## src/rtl/core_pkg.sv

```systemverilog
`timescale 1ns/1ps
package core_pkg;
  localparam int XLEN = 32;
  localparam int RAW  = 5;

  localparam logic [5:0] OP_RTYPE = 6'h00;
  localparam logic [5:0] OP_ORI   = 6'h0D;
  localparam logic [5:0] OP_LW    = 6'h23;
  localparam logic [5:0] OP_SW    = 6'h2B;
  localparam logic [5:0] OP_BEQ   = 6'h04;
  localparam logic [5:0] FN_ADD   = 6'h20;
  localparam logic [5:0] FN_SUB   = 6'h22;

  typedef enum logic [1:0] {ALU_ADD = 2'd0, ALU_SUB = 2'd1, ALU_OR = 2'd2} alu_op_e;

  typedef struct packed {
    logic    reg_we;
    logic    mem_we;
    logic    mem_rd;
    logic    branch;
    logic    use_imm;
    logic    zero_ext;
    logic    dst_rd;
    alu_op_e alu_op;
  } ctrl_t;

  typedef struct packed {
    logic [XLEN-1:0] pc4;
    logic [31:0]     instr;
  } if_id_t;

  typedef struct packed {
    ctrl_t           ctrl;
    logic [XLEN-1:0] pc4;
    logic [XLEN-1:0] opa;
    logic [XLEN-1:0] opb;
    logic [15:0]     imm;
    logic [RAW-1:0]  rt;
    logic [RAW-1:0]  rd;
  } id_ex_t;

  typedef struct packed {
    logic            reg_we;
    logic            mem_we;
    logic            mem_rd;
    logic            branch;
    logic            zero;
    logic [XLEN-1:0] target;
    logic [XLEN-1:0] alu_y;
    logic [XLEN-1:0] store_d;
    logic [RAW-1:0]  wreg;
  } ex_mem_t;

  typedef struct packed {
    logic            reg_we;
    logic            mem_rd;
    logic [RAW-1:0]  wreg;
    logic [XLEN-1:0] alu_y;
    logic [XLEN-1:0] load_d;
  } mem_wb_t;
endpackage

```

## src/rtl/core_decode.sv

```systemverilog
`timescale 1ns/1ps
module core_decode
  import core_pkg::*;
(
  input  logic [31:0] instr_i,
  output ctrl_t       ctrl_o
);
  logic [5:0] op, fn;
  logic       shamt_zero;

  assign op         = instr_i[31:26];
  assign fn         = instr_i[5:0];
  assign shamt_zero = (instr_i[10:6] == 5'd0);

  always_comb begin
    ctrl_o = '0;
    unique case (op)
      OP_RTYPE: begin
        if (shamt_zero && fn == FN_ADD) begin
          ctrl_o.reg_we = 1'b1; ctrl_o.dst_rd = 1'b1; ctrl_o.alu_op = ALU_ADD;
        end else if (shamt_zero && fn == FN_SUB) begin
          ctrl_o.reg_we = 1'b1; ctrl_o.dst_rd = 1'b1; ctrl_o.alu_op = ALU_SUB;
        end
      end
      OP_ORI: begin
        ctrl_o.reg_we = 1'b1; ctrl_o.use_imm = 1'b1;
        ctrl_o.zero_ext = 1'b1; ctrl_o.alu_op = ALU_OR;
      end
      OP_LW: begin
        ctrl_o.reg_we = 1'b1; ctrl_o.mem_rd = 1'b1;
        ctrl_o.use_imm = 1'b1; ctrl_o.alu_op = ALU_ADD;
      end
      OP_SW: begin
        ctrl_o.mem_we = 1'b1; ctrl_o.use_imm = 1'b1; ctrl_o.alu_op = ALU_ADD;
      end
      OP_BEQ: begin
        ctrl_o.branch = 1'b1; ctrl_o.alu_op = ALU_SUB;
      end
      default: ;
    endcase
  end
endmodule

```

## src/rtl/core_regfile.sv

```systemverilog
`timescale 1ns/1ps
module core_regfile #(
  parameter int NREG = 32,
  parameter int W    = 32,
  parameter int AW   = $clog2(NREG)
) (
  input  logic          clk_i,
  input  logic          rst_ni,
  input  logic          we_i,
  input  logic [AW-1:0] waddr_i,
  input  logic [W-1:0]  wdata_i,
  input  logic [AW-1:0] raddr_a_i,
  input  logic [AW-1:0] raddr_b_i,
  output logic [W-1:0]  rdata_a_o,
  output logic [W-1:0]  rdata_b_o
);
  logic [W-1:0] regs [NREG];
  logic         wr_ok;

  assign wr_ok = we_i && (waddr_i != '0);

  always_ff @(posedge clk_i or negedge rst_ni) begin
    if (!rst_ni) begin
      for (int i = 0; i < NREG; i++) regs[i] <= '0;
    end else if (wr_ok) begin
      regs[waddr_i] <= wdata_i;
    end
  end

  // write-before-read: same-cycle write-back is visible to decode
  function automatic logic [W-1:0] rd_port(input logic [AW-1:0] a);
    if (a == '0)                 return '0;
    else if (wr_ok && a == waddr_i) return wdata_i;
    else                         return regs[a];
  endfunction

  assign rdata_a_o = rd_port(raddr_a_i);
  assign rdata_b_o = rd_port(raddr_b_i);
endmodule

```

## src/rtl/core_alu.sv

```systemverilog
`timescale 1ns/1ps
module core_alu
  import core_pkg::*;
#(
  parameter int W = XLEN
) (
  input  logic [W-1:0] a_i,
  input  logic [W-1:0] b_i,
  input  alu_op_e      op_i,
  output logic [W-1:0] y_o,
  output logic         zero_o
);
  always_comb begin
    unique case (op_i)
      ALU_SUB: y_o = a_i - b_i;
      ALU_OR:  y_o = a_i | b_i;
      default: y_o = a_i + b_i;
    endcase
  end
  assign zero_o = (y_o == '0);
endmodule

```

## src/rtl/core_pipe5.sv

```systemverilog
`timescale 1ns/1ps
module core_pipe5
  import core_pkg::*;
#(
  parameter logic [XLEN-1:0] PC_RESET = '0
) (
  input  logic            clk_i,
  input  logic            rst_ni,
  output logic [XLEN-1:0] imem_addr_o,
  input  logic [31:0]     imem_rdata_i,
  output logic [XLEN-1:0] dmem_addr_o,
  output logic [XLEN-1:0] dmem_wdata_o,
  output logic            dmem_we_o,
  input  logic [XLEN-1:0] dmem_rdata_i
);
  localparam int NREG = 1 << RAW;

  logic [XLEN-1:0] pc_q, pc4_f;
  if_id_t          if_id_q, if_id_d;
  id_ex_t          id_ex_q, id_ex_d;
  ex_mem_t         ex_mem_q, ex_mem_d;
  mem_wb_t         mem_wb_q, mem_wb_d;
  logic            br_taken;

  // IF
  assign pc4_f       = pc_q + XLEN'(4);
  assign imem_addr_o = pc_q;
  assign if_id_d     = '{pc4: pc4_f, instr: imem_rdata_i};

  // ID
  ctrl_t           dec_ctrl;
  logic [RAW-1:0]  rs_addr, rt_addr;
  logic [XLEN-1:0] rs_data, rt_data, wb_data;

  assign rs_addr = if_id_q.instr[25:21];
  assign rt_addr = if_id_q.instr[20:16];
  assign wb_data = mem_wb_q.mem_rd ? mem_wb_q.load_d : mem_wb_q.alu_y;

  core_decode u_dec (.instr_i(if_id_q.instr), .ctrl_o(dec_ctrl));

  core_regfile #(.NREG(NREG), .W(XLEN)) u_rf (
    .clk_i     (clk_i),
    .rst_ni    (rst_ni),
    .we_i      (mem_wb_q.reg_we),
    .waddr_i   (mem_wb_q.wreg),
    .wdata_i   (wb_data),
    .raddr_a_i (rs_addr),
    .raddr_b_i (rt_addr),
    .rdata_a_o (rs_data),
    .rdata_b_o (rt_data)
  );

  assign id_ex_d = '{ctrl: dec_ctrl, pc4: if_id_q.pc4, opa: rs_data, opb: rt_data,
                     imm: if_id_q.instr[15:0], rt: rt_addr, rd: if_id_q.instr[15:11]};

  // EX
  logic [XLEN-1:0] imm_ext, alu_b, alu_y;
  logic            alu_zero;

  assign imm_ext = id_ex_q.ctrl.zero_ext ? {{(XLEN-16){1'b0}}, id_ex_q.imm}
                                         : {{(XLEN-16){id_ex_q.imm[15]}}, id_ex_q.imm};
  assign alu_b   = id_ex_q.ctrl.use_imm ? imm_ext : id_ex_q.opb;

  core_alu #(.W(XLEN)) u_alu (
    .a_i(id_ex_q.opa), .b_i(alu_b), .op_i(id_ex_q.ctrl.alu_op),
    .y_o(alu_y), .zero_o(alu_zero)
  );

  always_comb begin
    ex_mem_d         = '0;
    ex_mem_d.reg_we  = id_ex_q.ctrl.reg_we;
    ex_mem_d.mem_we  = id_ex_q.ctrl.mem_we;
    ex_mem_d.mem_rd  = id_ex_q.ctrl.mem_rd;
    ex_mem_d.branch  = id_ex_q.ctrl.branch;
    ex_mem_d.zero    = alu_zero;
    ex_mem_d.target  = id_ex_q.pc4 + {imm_ext[XLEN-3:0], 2'b00};
    ex_mem_d.alu_y   = alu_y;
    ex_mem_d.store_d = id_ex_q.opb;
    ex_mem_d.wreg    = id_ex_q.ctrl.dst_rd ? id_ex_q.rd : id_ex_q.rt;
  end

  // MEM
  assign br_taken     = ex_mem_q.branch & ex_mem_q.zero;
  assign dmem_addr_o  = ex_mem_q.alu_y;
  assign dmem_wdata_o = ex_mem_q.store_d;
  assign dmem_we_o    = ex_mem_q.mem_we;
  assign mem_wb_d     = '{reg_we: ex_mem_q.reg_we, mem_rd: ex_mem_q.mem_rd,
                          wreg: ex_mem_q.wreg, alu_y: ex_mem_q.alu_y, load_d: dmem_rdata_i};

  // stage registers; a taken branch squashes IF, ID and EX
  always_ff @(posedge clk_i or negedge rst_ni) begin
    if (!rst_ni) begin
      pc_q     <= PC_RESET;
      if_id_q  <= '0;
      id_ex_q  <= '0;
      ex_mem_q <= '0;
      mem_wb_q <= '0;
    end else begin
      pc_q     <= br_taken ? ex_mem_q.target : pc4_f;
      if_id_q  <= br_taken ? '0 : if_id_d;
      id_ex_q  <= br_taken ? '0 : id_ex_d;
      ex_mem_q <= br_taken ? '0 : ex_mem_d;
      mem_wb_q <= mem_wb_d;
    end
  end
endmodule

```

## config.mk

```make
export PLATFORM = sky130hd
export DESIGN_NAME = core_pipe5
export DESIGN_NICKNAME = d
export VERILOG_FILES = /design/src/rtl/core_pkg.sv /design/src/rtl/core_decode.sv /design/src/rtl/core_regfile.sv /design/src/rtl/core_alu.sv /design/src/rtl/core_pipe5.sv
export SDC_FILE = /design/constraint.sdc
export NUM_CORES = 2
export LEC_CHECK = 0
export BUFFER_PORTS_ARGS = -buffer_cell sky130_fd_sc_hd__buf_2
export CAP_MARGIN = 25
export CORE_AREA = 8 8 540 542
export DETAILED_ROUTE_END_ITERATION = 16
export DIE_AREA = 0 0 548 550
export GPL_TIMING_DRIVEN = 0
export PLACE_DENSITY_LB_ADDON = 0.2
export SLEW_MARGIN = 25
export SYNTH_ARGS = -nofsm -noshare
export SYNTH_HDL_FRONTEND = slang
export SYNTH_SLANG_ARGS = --single-unit
```

## constraint.sdc

```tcl
create_clock -name clk_i -period 9.03 [get_ports clk_i]
set_input_delay 0.4515 -clock clk_i [delete_from_list [all_inputs] [get_ports clk_i]]
set_output_delay 0.4515 -clock clk_i [all_outputs]
set_load 0.005 [all_outputs]
```

==> impl_metrics.yaml <==
outcome:
  outcome: "finished clean"
setup_path:
  worstPathRequired_ps: 9730
  ff2ff_setup_slack_ps: 580
  r2r-start: "id_ex_q[126]$_DFF_PN0_"
  startpoint: "id_ex_q[126]$_DFF_PN0_"
  crit_type: "flip-flop to flip-flop"
  arrival_ps: 9150
  rr_worst_depth: 29
  slowest_delay_ps: 720
  end_kind: "flip-flop"
  cpMostUsedCell: "a21oi_1"
  r2r_end: "ex_mem_q[101]$_DFF_PN0_"
  path_max_fanout: 10
  startpoint_type: "flip-flop"
  crit_slowest_cell: "or4_1"
  crit_end: "ex_mem_q[101]$_DFF_PN0_"
final_layout:
  final_nets: 6624
  fin_cells: 10394
  layout_common_cells: "1423 x dfrtp_1, 825 x nor2_1, 712 x a21oi_1"
  final_core_util: 0.2925
  multi_input_area_um2: 32150
  drive_gt1_frac: 0.1918
  syn2layout_area_growth_pct: 17.66
  mostFrequentLayoutCell: "dfrtp_1"
  num-fill-cells: 29215
  final_cell_area_um2: 82840
  seq_area_um2: 35610
timing:
  tightest_slew_ps: 1121
  hold_viol: 0
  whs_ps: 149.4
  setup_tns_ps: 0
  fin_ws_ps: 582.7
  max_clock_freq_mhz: 118.4
  relSlewSlack: 0.2529
  post-route-period-util: 0.9355
  skew_ps: 47.30
  drv_slew: 0
  finalSetupViolCount: 0
  period_minus_slack_ps: 8447
  rsz0062_at_grt: "false"
synthesis:
  ys.flop_type: "dfrtp_1"
  synth-seq-cells: 1423
  netlist_instances: 6073
  yosysWarnings: 0
  syn-num-nets: 6204
  async_flop_share: 1.000
  synth_area_per_cell_um2: 11.59
  synth-seq-area-share: 0.5058
  synth_area_um2: 70400
  synth-edff-count: 0
  synth.distinct_cells: 77
power:
  totalPowerFinal_mw: 17.64
  p_clk_frac: 0.393
  netSwitchingPower_mw: 5.695
  leakage_nw: 35.20
  internal_power_mw: 11.95
  ir_drop_uv: 174.8
  p_per_area_nw_per_um2: 213.0
  p_comb_frac: 0.206
  seqPwrFrac: 0.401
  p_sw_frac: 0.3228
clock_network:
  cts_buffers: 168
  clock_sinks: 1423
  clkSlewWorstSetupHoldPaths_ps: 60
  cts_max_path_buffers: 3
  htreeDepth: 4
  cts_resized: 0
  clk_latency_ps: 830
  holdBufCountCts: 65
  cts_root_buf: "clkbuf_16"
  cts_tree: "yes"
  cts_setup_buffers: 0
floorplanning:
  core-area_um2: 283200
  die_area_um2: 301400
  pin_count: 163
  dieHeight_um: 550
  die_w_um: 548
  rows: 196
  start_util: 0.2486
place:
  post-place-ws_ps: 750.7
  io_buffers: 162
  dp_cells: 10017
  place_congestion: 0.8962
  hpwlAfterDp_um: 214600
  placed_area_um2: 76560
global_routing:
  grt_antenna_before_repair: 13
  grt_usage: 0.1744
  overflow: 0
  grt_pass1_vias: 53769
  grt_pass1_wl_um: 385800
  grt_max_degree: 129
routing:
  drt_iter0_markers: 4328
  ant_nets: 0
  via_count: 51867
  dr.pass1.iters: 6
  wl_per_cell_um: 25.89
  drc: 0
  vias_per_cell: 4.990
  wl_um: 269100
min_path:
  min_path_type: "primary input to async pin"
flow_run:
  maxCapViolCount: 0
power by group through the flow:
stage | Sequential (mW) | Clock, mW | Combinational, mW
floorplan | 7.03 | 0 | 2.01
detailed placement | 7.19 | 0 | 3.55
global placement | 7.18 | 0 | 3.48
CTS | 7.08 | 7.11 | 3.59
global route | 7.13 | 7.34 | 3.89
finish | 7.08 | 6.93 | 3.63
cell usage after synthesis (22+ instances only):
| cell type | n | share of area |
|---|---|---|
| xor2_1 | 48 | 0.0060 |
| o21ai_0 | 437 | 0.031 |
| a21oi_1 | 712 | 0.051 |
| nor2_1 | 829 | 0.044 |
| buf_2 | 22 | 0.0016 |
| mux4_2 | 640 | 0.20 |
| nand2_1 | 459 | 0.024 |
| and2_1 | 139 | 0.012 |
| a21o_1 | 38 | 0.0041 |
| nor2b_1 | 83 | 0.0074 |
| nor3_1 | 37 | 0.0026 |
| buf_4 | 65 | 0.0069 |
| clkbuf_1 | 494 | 0.026 |
| ha_1 | 63 | 0.011 |
| nand3_1 | 38 | 0.0027 |
| buf_1 | 54 | 0.0029 |
| a211oi_1 | 140 | 0.015 |
| dfrtp_1 | 1423 | 0.51 |
| inv_1 | 27 | 0.0014 |
| mux2i_1 | 51 | 0.0073 |
| xnor2_1 | 63 | 0.0078 |
routing by layer:
metal	track usage	part of all wire	vias to the layer above
li1	-	-	22704
met1	0.2377	0.44	27095
met2	0.2831	0.47	1704
met3	0.02651	0.057	364
met4	0.06169	0.035	0
met5	0	0	-
worst min path at each step:
| stage | from | end | slack [ps] |
|---|---|---|---|
| 2_1_floorplan | rst_ni | dmem_addr_o[0]$_DFF_PN0_ | 160 |
| 3_3_place_gp | ex_mem_q[103]$_DFF_PN0_ | mem_wb_q[69]$_DFF_PN0_ | 330 |
| 3_5_place_dp | ex_mem_q[3]$_DFF_PN0_ | mem_wb_q[67]$_DFF_PN0_ | 340 |
| 4_1_cts | rst_ni | id_ex_q[93]$_DFF_PN0_ | 70 |
| 5_1_grt | rst_ni | id_ex_d[93]$_DFF_PN0_ | 150 |
| 6_report | rst_ni | id_ex_q[93]$_DFF_PN0_ | 150 |
critical path: cells and delay by family (launching register included):
| kind | cells | cell delay (ps) |
|---|---|---|
| XOR/XNOR | 1 | 200 |
| buffers and inverters | 7 | 2360 |
| AO/OA/AOI/OAI | 11 | 2610 |
| adder cells (fa/ha/maj) | 2 | 520 |
| flip-flops | 1 | 340 |
| AND/OR/NAND/NOR | 7 | 1880 |
| multiplexers | 1 | 410 |
registers in the layout, summed over array words and instances, names as in the netlist:
name	cells
if_id_q	11
dmem_we_o	1
imem_addr_o	32
ex_mem_q	41
id_ex_d	53
u_rf.regs	1024
mem_wb_q	71
ex_mem_d	36
dmem_addr_o	32
dmem_wdata_o	32
id_ex_q	90
kinds of logic (layout without fill, tap and decap cells):
| logic type | count (synthesis) | after routing | share of synthesized area |
|---|---|---|---|
| compound gates | 1413 | 1413 | 0.1106 |
| xor+xnor | 112 | 112 | 0.01404 |
| fa+ha+maj | 65 | 65 | 0.01177 |
| buf+inv | 663 | 1216 | 0.03931 |
| flops | 1423 | 1423 | 0.5058 |
| mux | 700 | 700 | 0.2134 |
| other cells | 0 | 6 | 0 |
| simple gates | 1697 | 1697 | 0.1051 |
area by class of cell:
| cell class | count | share of cell area |
|---|---|---|
| Clock inverter | 63 | 0.009168 |
| Sequential cell | 1423 | 0.4299 |
| Antenna cell | 6 | 0.0001813 |
| Clock buffer | 240 | 0.05805 |
| Buffer | 636 | 0.03284 |
| Tap cell | 3762 | 0.05682 |
| Inverter | 27 | 0.001223 |
| Multi-Input combinational cell | 3987 | 0.3881 |
| Timing Repair Buffer | 250 | 0.02371 |
(Power assumes the default switching activity.)
